## config.mk

```make
export PLATFORM = sky130hd
export DESIGN_NAME = burst_addr_seq
export DESIGN_NICKNAME = d
export VERILOG_FILES = /design/src/rtl/burst_seq_pkg.sv /design/src/rtl/burst_seq_ctrl.sv /design/src/rtl/burst_seq_dp.sv /design/src/rtl/burst_addr_seq.sv
export SDC_FILE = /design/constraint.sdc
export NUM_CORES = 1
export LEC_CHECK = 0
export BUFFER_PORTS_ARGS = -buffer_cell sky130_fd_sc_hd__buf_4
export CAP_MARGIN = 0
export CORE_AREA = 3 3 56 69
export CTS_CLUSTER_SIZE = 20
export DETAILED_ROUTE_END_ITERATION = 10
export DIE_AREA = 0 0 59 72
export GPL_ROUTABILITY_DRIVEN = 1
export GPL_TIMING_DRIVEN = 0
export PLACE_DENSITY_LB_ADDON = 0.05
export SETUP_SLACK_MARGIN = 0.05
export SLEW_MARGIN = 20
export SYNTH_ARGS = -nofsm -noshare
export SYNTH_HDL_FRONTEND = slang
export SYNTH_HIERARCHICAL = 1
export SYNTH_SLANG_ARGS = --single-unit
```

## constraint.sdc

```tcl
create_clock -name clk -period 1.1 [get_ports clk]
set_input_delay 0.22 -clock clk [delete_from_list [all_inputs] [get_ports clk]]
set_output_delay 0.22 -clock clk [all_outputs]
set_load 0.03 [all_outputs]
```

## src/rtl/burst_seq_pkg.sv

```systemverilog
package burst_seq_pkg;
  typedef struct packed {
    logic load;
    logic step;
  } seqCmd_t;
endpackage

```

## src/rtl/burst_seq_ctrl.sv

```systemverilog
module burst_seq_ctrl
  import burst_seq_pkg::*;
(
  input  logic    clk,
  input  logic    rstN,
  input  logic    strobeCpu,
  input  logic    strobeCtl,
  input  logic    advance,
  input  logic    chipEn,
  output seqCmd_t cmd
);
  logic cpuLoad;

  always_comb begin
    cpuLoad  = strobeCpu & chipEn;
    cmd.load = strobeCtl | cpuLoad;
    // a load always wins over advance
    cmd.step = advance & ~cmd.load;
  end

  a_r7_cpu_gated: assert property (@(posedge clk) disable iff (!rstN)
    (strobeCpu && !chipEn && !strobeCtl) |-> !cmd.load);
  a_r8_load_wins: assert property (@(posedge clk) disable iff (!rstN)
    (strobeCtl && advance) |-> (cmd.load && !cmd.step));
endmodule

```

## src/rtl/burst_seq_dp.sv

```systemverilog
module burst_seq_dp
  import burst_seq_pkg::*;
#(
  parameter int ADDR_W = 32
) (
  input  logic              clk,
  input  logic              rstN,
  input  logic [ADDR_W-1:0] extAddr,
  input  logic              orderLinear,
  input  seqCmd_t           cmd,
  output logic [ADDR_W-1:0] curAddr,
  output logic              wrapped
);
  localparam int BEAT_W   = 2;
  localparam int UPPER_W  = ADDR_W - BEAT_W;
  localparam logic [BEAT_W-1:0] LAST_BEAT = '1;

  logic [UPPER_W-1:0] upperQ;
  logic [BEAT_W-1:0]  startQ;
  logic [BEAT_W-1:0]  beatQ;
  logic               wrapQ;
  logic [BEAT_W-1:0]  lowBits;

  always_ff @(posedge clk) begin
    if (!rstN) begin
      upperQ <= '0;
      startQ <= '0;
      beatQ  <= '0;
      wrapQ  <= 1'b0;
    end else if (cmd.load) begin
      upperQ <= extAddr[ADDR_W-1:BEAT_W];
      startQ <= extAddr[BEAT_W-1:0];
      beatQ  <= '0;
      wrapQ  <= 1'b0;
    end else if (cmd.step) begin
      beatQ <= beatQ + 1'b1;
      if (beatQ == LAST_BEAT) wrapQ <= 1'b1;
    end
  end

  always_comb begin
    if (orderLinear) lowBits = startQ + beatQ;
    else             lowBits = startQ ^ beatQ;
  end

  assign curAddr = {upperQ, lowBits};
  assign wrapped = wrapQ;

  a_r2_load_takes: assert property (@(posedge clk) disable iff (!rstN)
    cmd.load |=> (curAddr == $past(extAddr) && !wrapped));
  a_r4_upper_fixed: assert property (@(posedge clk) disable iff (!rstN)
    !cmd.load |=> $stable(curAddr[ADDR_W-1:BEAT_W]));
  a_r3_hold: assert property (@(posedge clk) disable iff (!rstN)
    (!cmd.load && !cmd.step) |=> ((!$stable(orderLinear) || $stable(curAddr)) && $stable(wrapped)));
  a_r5_linear_step: assert property (@(posedge clk) disable iff (!rstN)
    (cmd.step && orderLinear) |=> (!orderLinear || curAddr[BEAT_W-1:0] == $past(curAddr[BEAT_W-1:0]) + 2'd1));
  a_r9_wrap_sets: assert property (@(posedge clk) disable iff (!rstN)
    (cmd.step && beatQ == LAST_BEAT) |=> wrapped);
endmodule

```

## src/rtl/burst_addr_seq.sv

```systemverilog
module burst_addr_seq
  import burst_seq_pkg::*;
#(
  parameter int ADDR_W = 32
) (
  input  logic              clk,
  input  logic              rstN,
  input  logic [ADDR_W-1:0] extAddr,
  input  logic              strobeCpu,
  input  logic              strobeCtl,
  input  logic              advance,
  input  logic              chipEn,
  input  logic              orderLinear,
  output logic [ADDR_W-1:0] curAddr,
  output logic              wrapped
);
  seqCmd_t cmd;

  burst_seq_ctrl u_ctrl (
    .clk(clk), .rstN(rstN), .strobeCpu(strobeCpu), .strobeCtl(strobeCtl),
    .advance(advance), .chipEn(chipEn), .cmd(cmd)
  );

  burst_seq_dp #(.ADDR_W(ADDR_W)) u_dp (
    .clk(clk), .rstN(rstN), .extAddr(extAddr), .orderLinear(orderLinear),
    .cmd(cmd), .curAddr(curAddr), .wrapped(wrapped)
  );
endmodule

```

After elaboration in Yosys (flattened, before gate mapping)
Cells that the tools add are included.

word-level totals
  register bits = 35
  input bits = 39
  output and inout port bits = 33
  word-level logic and storage cells = 16

operators by class
  $add $sub $neg = 2
  eq/ne operators = 1
  muxes and demuxes = 1
  bitwise logic cells = 6
  reduce and logical (&&, ||, !) cells = 2

operator list
  kind                   count
  $add A2 B1 Y2 const B  1
  $add A2 B2 Y2          1
  $and A1 B1 Y1          2
  $eq A2 B2 Y1 const B   1
  $mux W2                1
  $not A1 Y1             2
  $reduce_and A2 Y1      1
  $reduce_or A2 Y1       1
  $xor A2 B2 Y2          1
  $or A1 B1 Y1           1

Longest topological paths before layout
  word-level depth = 5
  mapped depth = 5
  depth with buffers taken out = 4

Modules after synthesis
Netlist, hierarchy kept.

modules (own cells, without submodules)
  module          times used  cells an instance  area each (µm²)  sequential area each (µm²)
  burst_seq_dp    1           119                1403.8           700.7
  burst_seq_ctrl  1           3                  17.5             0.0

Worst setup path after synthesis
No wires, ideal clock.

  path kind = register to output
  from = reg u_dp.beatQ[0]
  to = out curAddr[1]
  data arrival time = 1.072 ns
  required time = 0.880 ns
  path slack = -0.192 ns
  stages on the path, launching flop included = 4
  path buffers = 0
  cell sequence = dfxtp_1 ha_1 nand2_1 xnor2_1

on the way
  cells in the longest elaborated chain, start to end = 2

RTL lines
  item                    line                  RTL
  start, declared         burst_seq_dp.sv:20    logic [BEAT_W-1:0] beatQ;
  start signal, assigned  burst_seq_dp.sv:36    beatQ <= beatQ + 1'b1;
  $add A2 B2 Y2           burst_seq_dp.sv:42    if (orderLinear) lowBits = startQ + beatQ;
  $mux W2                 burst_seq_dp.sv:42
  end, declared           burst_addr_seq.sv:14  output logic [ADDR_W-1:0] curAddr,

Every way passes these cells.

Final worst setup path
  from = reg u_dp.beatQ[1]
  to = out curAddr[1]

on the way
  cells in the longest elaborated chain, start to end = 2
  elaborated cells between the ends (all ways) = 3
  classes of those cells = add/sub (1); mux (1); bitwise (1)

RTL lines
  item                                                   line
  $add A2 B2 Y2 / $xor A2 B2 Y2 (equally long branches)  burst_seq_dp.sv:42, burst_seq_dp.sv:43
  $mux W2 *                                              burst_seq_dp.sv:42

Mark *: on every way between the ends. The rest lies on a longest branch, timed or not.

==> flow_summary.ini <==
[synth]
synth_area_leaders = dfxtp_1 (49%), mux2i_1 (23%), nor2b_1 (14%)
syn_inst = 122
synth_area_mm2 = 0.00142
yosys_warnings = 6
seq_area_frac_synth_pct = 49.3
ys_seq_elements = 35
synth.mux.area_fraction_pct = 23.2
syn_avg_cell_area_um2 = 11.7
synth_adder_area_share_pct = 1.76
synth_top_family_by_area = multiplexers
synth_top_area_share_pct = 49.3
synth_xor_area_share_pct = 1.85
yosys.area_share.simple_pct = 16.6
synth_top_cell_by_area = dfxtp_1
synth_compound_area_share_pct = 0.880
ys_types = 17
synth.net_count = 163

[pwr]
irDropWorstVdd_uv = 1180
intPower_mw = 2.17
pwr-share-clk_pct = 30.6
combPwrFrac_pct = 22.3
p_sw_mw = 0.776
p_leak_nw = 1.11
p_per_area_mw_per_mm2 = 1340
switching_share_pct = 26.3
power_frac_seq_pct = 47.2

[timing]
hold_viol_final = 0
final_max_slew_viol_count = 0
slew-limit-headroom_pct = 78.3
worst_slack_ns = -0.243
rsz0062_at_grt = yes
fin_skew_ns = 0.0000731
max_freq_ghz = 0.744
setup_viol = 2
tns_ns = -0.368
max_slew.worst_pin.slew_ns = 0.325
finalCritPeriodShare_pct = 122
fin_crit_ns = 1.34

[critical_path]
critPathKind = flip-flop to output port
cp_max_fo = 2
crit_required_ns = 0.88
end_kind = output port
critPathLaunchType = flip-flop
arrival_ns = 1.12
rr_worst_depth = 4

[run_status]
violations = setup timing
status = finished with violations

[cts]
cts_made_buffers = 5
ctsHtreeMaxLevel = 2
cts_sinks = 35
clock_latency_ns = 0.27
cts_tree = built
holdBufCountCts = 0
clockBufferDepth = 2
cts_root_buffer = clkbuf_8
path_clk_slew_ns = 0.06

[grt]
antenna_found_initial = 0
grt_pass1_wl_um = 4890
gr-total-overflow = 0
grt_pass1_vias = 1099
grt_max_degree = 11
grt_use_total_pct = 15.3

[die]
ios = 72
die_w_um = 59
coreArea_mm2 = 0.00328
rows = 23
initial_core_util_pct = 43.3
die_y_um = 72
die_area_mm2 = 0.00425

[cells_and_area]
num_antenna_cells = 0
synthToLayoutAreaGrowth_pct = 54.6
drive_above_1_share_pct = 47.3
fin_nets = 242
final_area_mm2 = 0.00220

[placement]
placed_area_mm2 = 0.00203
gp_congestion = 0.700
hpwl_um = 2380
numPortBuffers = 71

[detailed_routing]
avgViaCountPerCell = 4.54
route.detailed.drc = 0
first_pass_iters = 3
vias = 1080
post_drt_wl_per_cell_um = 13.0
finalWirelength_um = 3100
ant_nets = 0
drtIter0Drc = 24

[worst_hold_path]
hold_path_depth = 3
hp-class = input pin to flip-flop

[job]
cap_violations = 0
==> cell usage in the layout, fill, tap and decap left out, types with 2 or more instances in the layout <==
cell type  Yosys  final
buf_4          0     69
ha_4           0      2
dfxtp_4        0      3
buf_6          1      5
clkbuf_8       0      6
dfxtp_1       35     31
nor2b_1       31     31
mux2i_1       33     33
buf_12         3      3
clkbuf_1       4      3
nor2_1         3      3
==> sequential cells by signal (all words and copies together) (netlist names) <==
signal        flops
u_dp/beatQ        2
u_dp/wrapped      1
u_dp/upperQ      30
u_dp/startQ       2
==> power groups by stage <==
| stage | Combinational, mW | Clock, mW | Sequential [mW] |
|---|---|---|---|
| after floorplan | 0.244 | 0 | 1.56 |
| after global placement | 0.640 | 0 | 1.41 |
| after detailed placement | 0.654 | 0 | 1.42 |
| after CTS | 0.663 | 0.948 | 1.39 |
| after global routing | 0.701 | 1.01 | 1.40 |
| final | 0.656 | 0.901 | 1.39 |
==> stage by stage <==
step                std cells  utilization (%)  total power [mW]  setup slack, ns  hold WS (ns)
finish                    238             67.0              2.95           -0.243         0.200
global route              238             67.0              3.10           -0.292         0.192
CTS                       238             66.3              3.00           -0.259         0.190
detailed placement        230             61.9              2.07           -0.107         0.456
global placement          230             61.9              2.05          -0.0482         0.457
floorplan                 122                -              1.80           0.0131         0.348
==> final timing paths <==
check,to,slack [ns],from
worst max-delay path,curAddr[1],-0.24,u_dp/beatQ[1]
worst min-delay path,u_dp/upperQ[13],0.20,extAddr[15]
worst max register to register,u_dp/beatQ[1],0.12,u_dp/beatQ[1]
worst min register to register,u_dp/wrapped,0.47,u_dp/wrapped
==> cell type report <==
type | instances | area [µm²]
multi-input combinational | 78 | 701
buffer | 7 | 82.6
fill | 279 | 1080
clock inverter | 1 | 5.00
sequential | 35 | 713
clock buffer | 6 | 82.6
tap | 37 | 46.3
inverter | 1 | 3.75
timing repair buffer | 73 | 563
==> repair_timing <==
action                                  in CTS  in global routing
pin swaps                                    3                  2
resized for setup                           12                  4
endpoints found under the setup margin       2                  5
buffers inserted                             2                  0
==> Yosys cell counts <==
cell and instances:
nand2b_4 1, xor2_1 1, dfxtp_1 35, buf_6 1, ha_1 2, nand2_1 1
mux2i_1 33, a21o_1 1, nor2_1 3, nor2_2 1, buf_12 3, a21oi_1 1
clkbuf_1 4, and2b_1 1, nor2b_1 31, xnor2_1 2, inv_1 1
==> layer usage <==
metal / part of all wire, % / global-route usage (%)
met1: 36 / 15.4
met2: 53 / 27.5
met3: 10 / 4.98
met4: 0.77 / 7.56
met5: 0 / 0
==> kinds of logic (layout without fill, tap and decap cells) <==
family | count (synthesis) | in the layout
xor gates and xnor gates | 3 | 3
DFF | 35 | 35
muxes | 33 | 33
buffers and inverters | 9 | 88
adders and majority gates | 2 | 2
and+or+nand+nor | 38 | 38
AOI/OAI and AO/OA | 2 | 2
==> critical path, stage by stage (launching register included) <==
cell and delay, ns:
dfxtp_4 0.36, xor2_4 0.21, xnor2_4 0.13, buf_6 0.14
No activity file was read; power rests on OpenSTA's default activity.
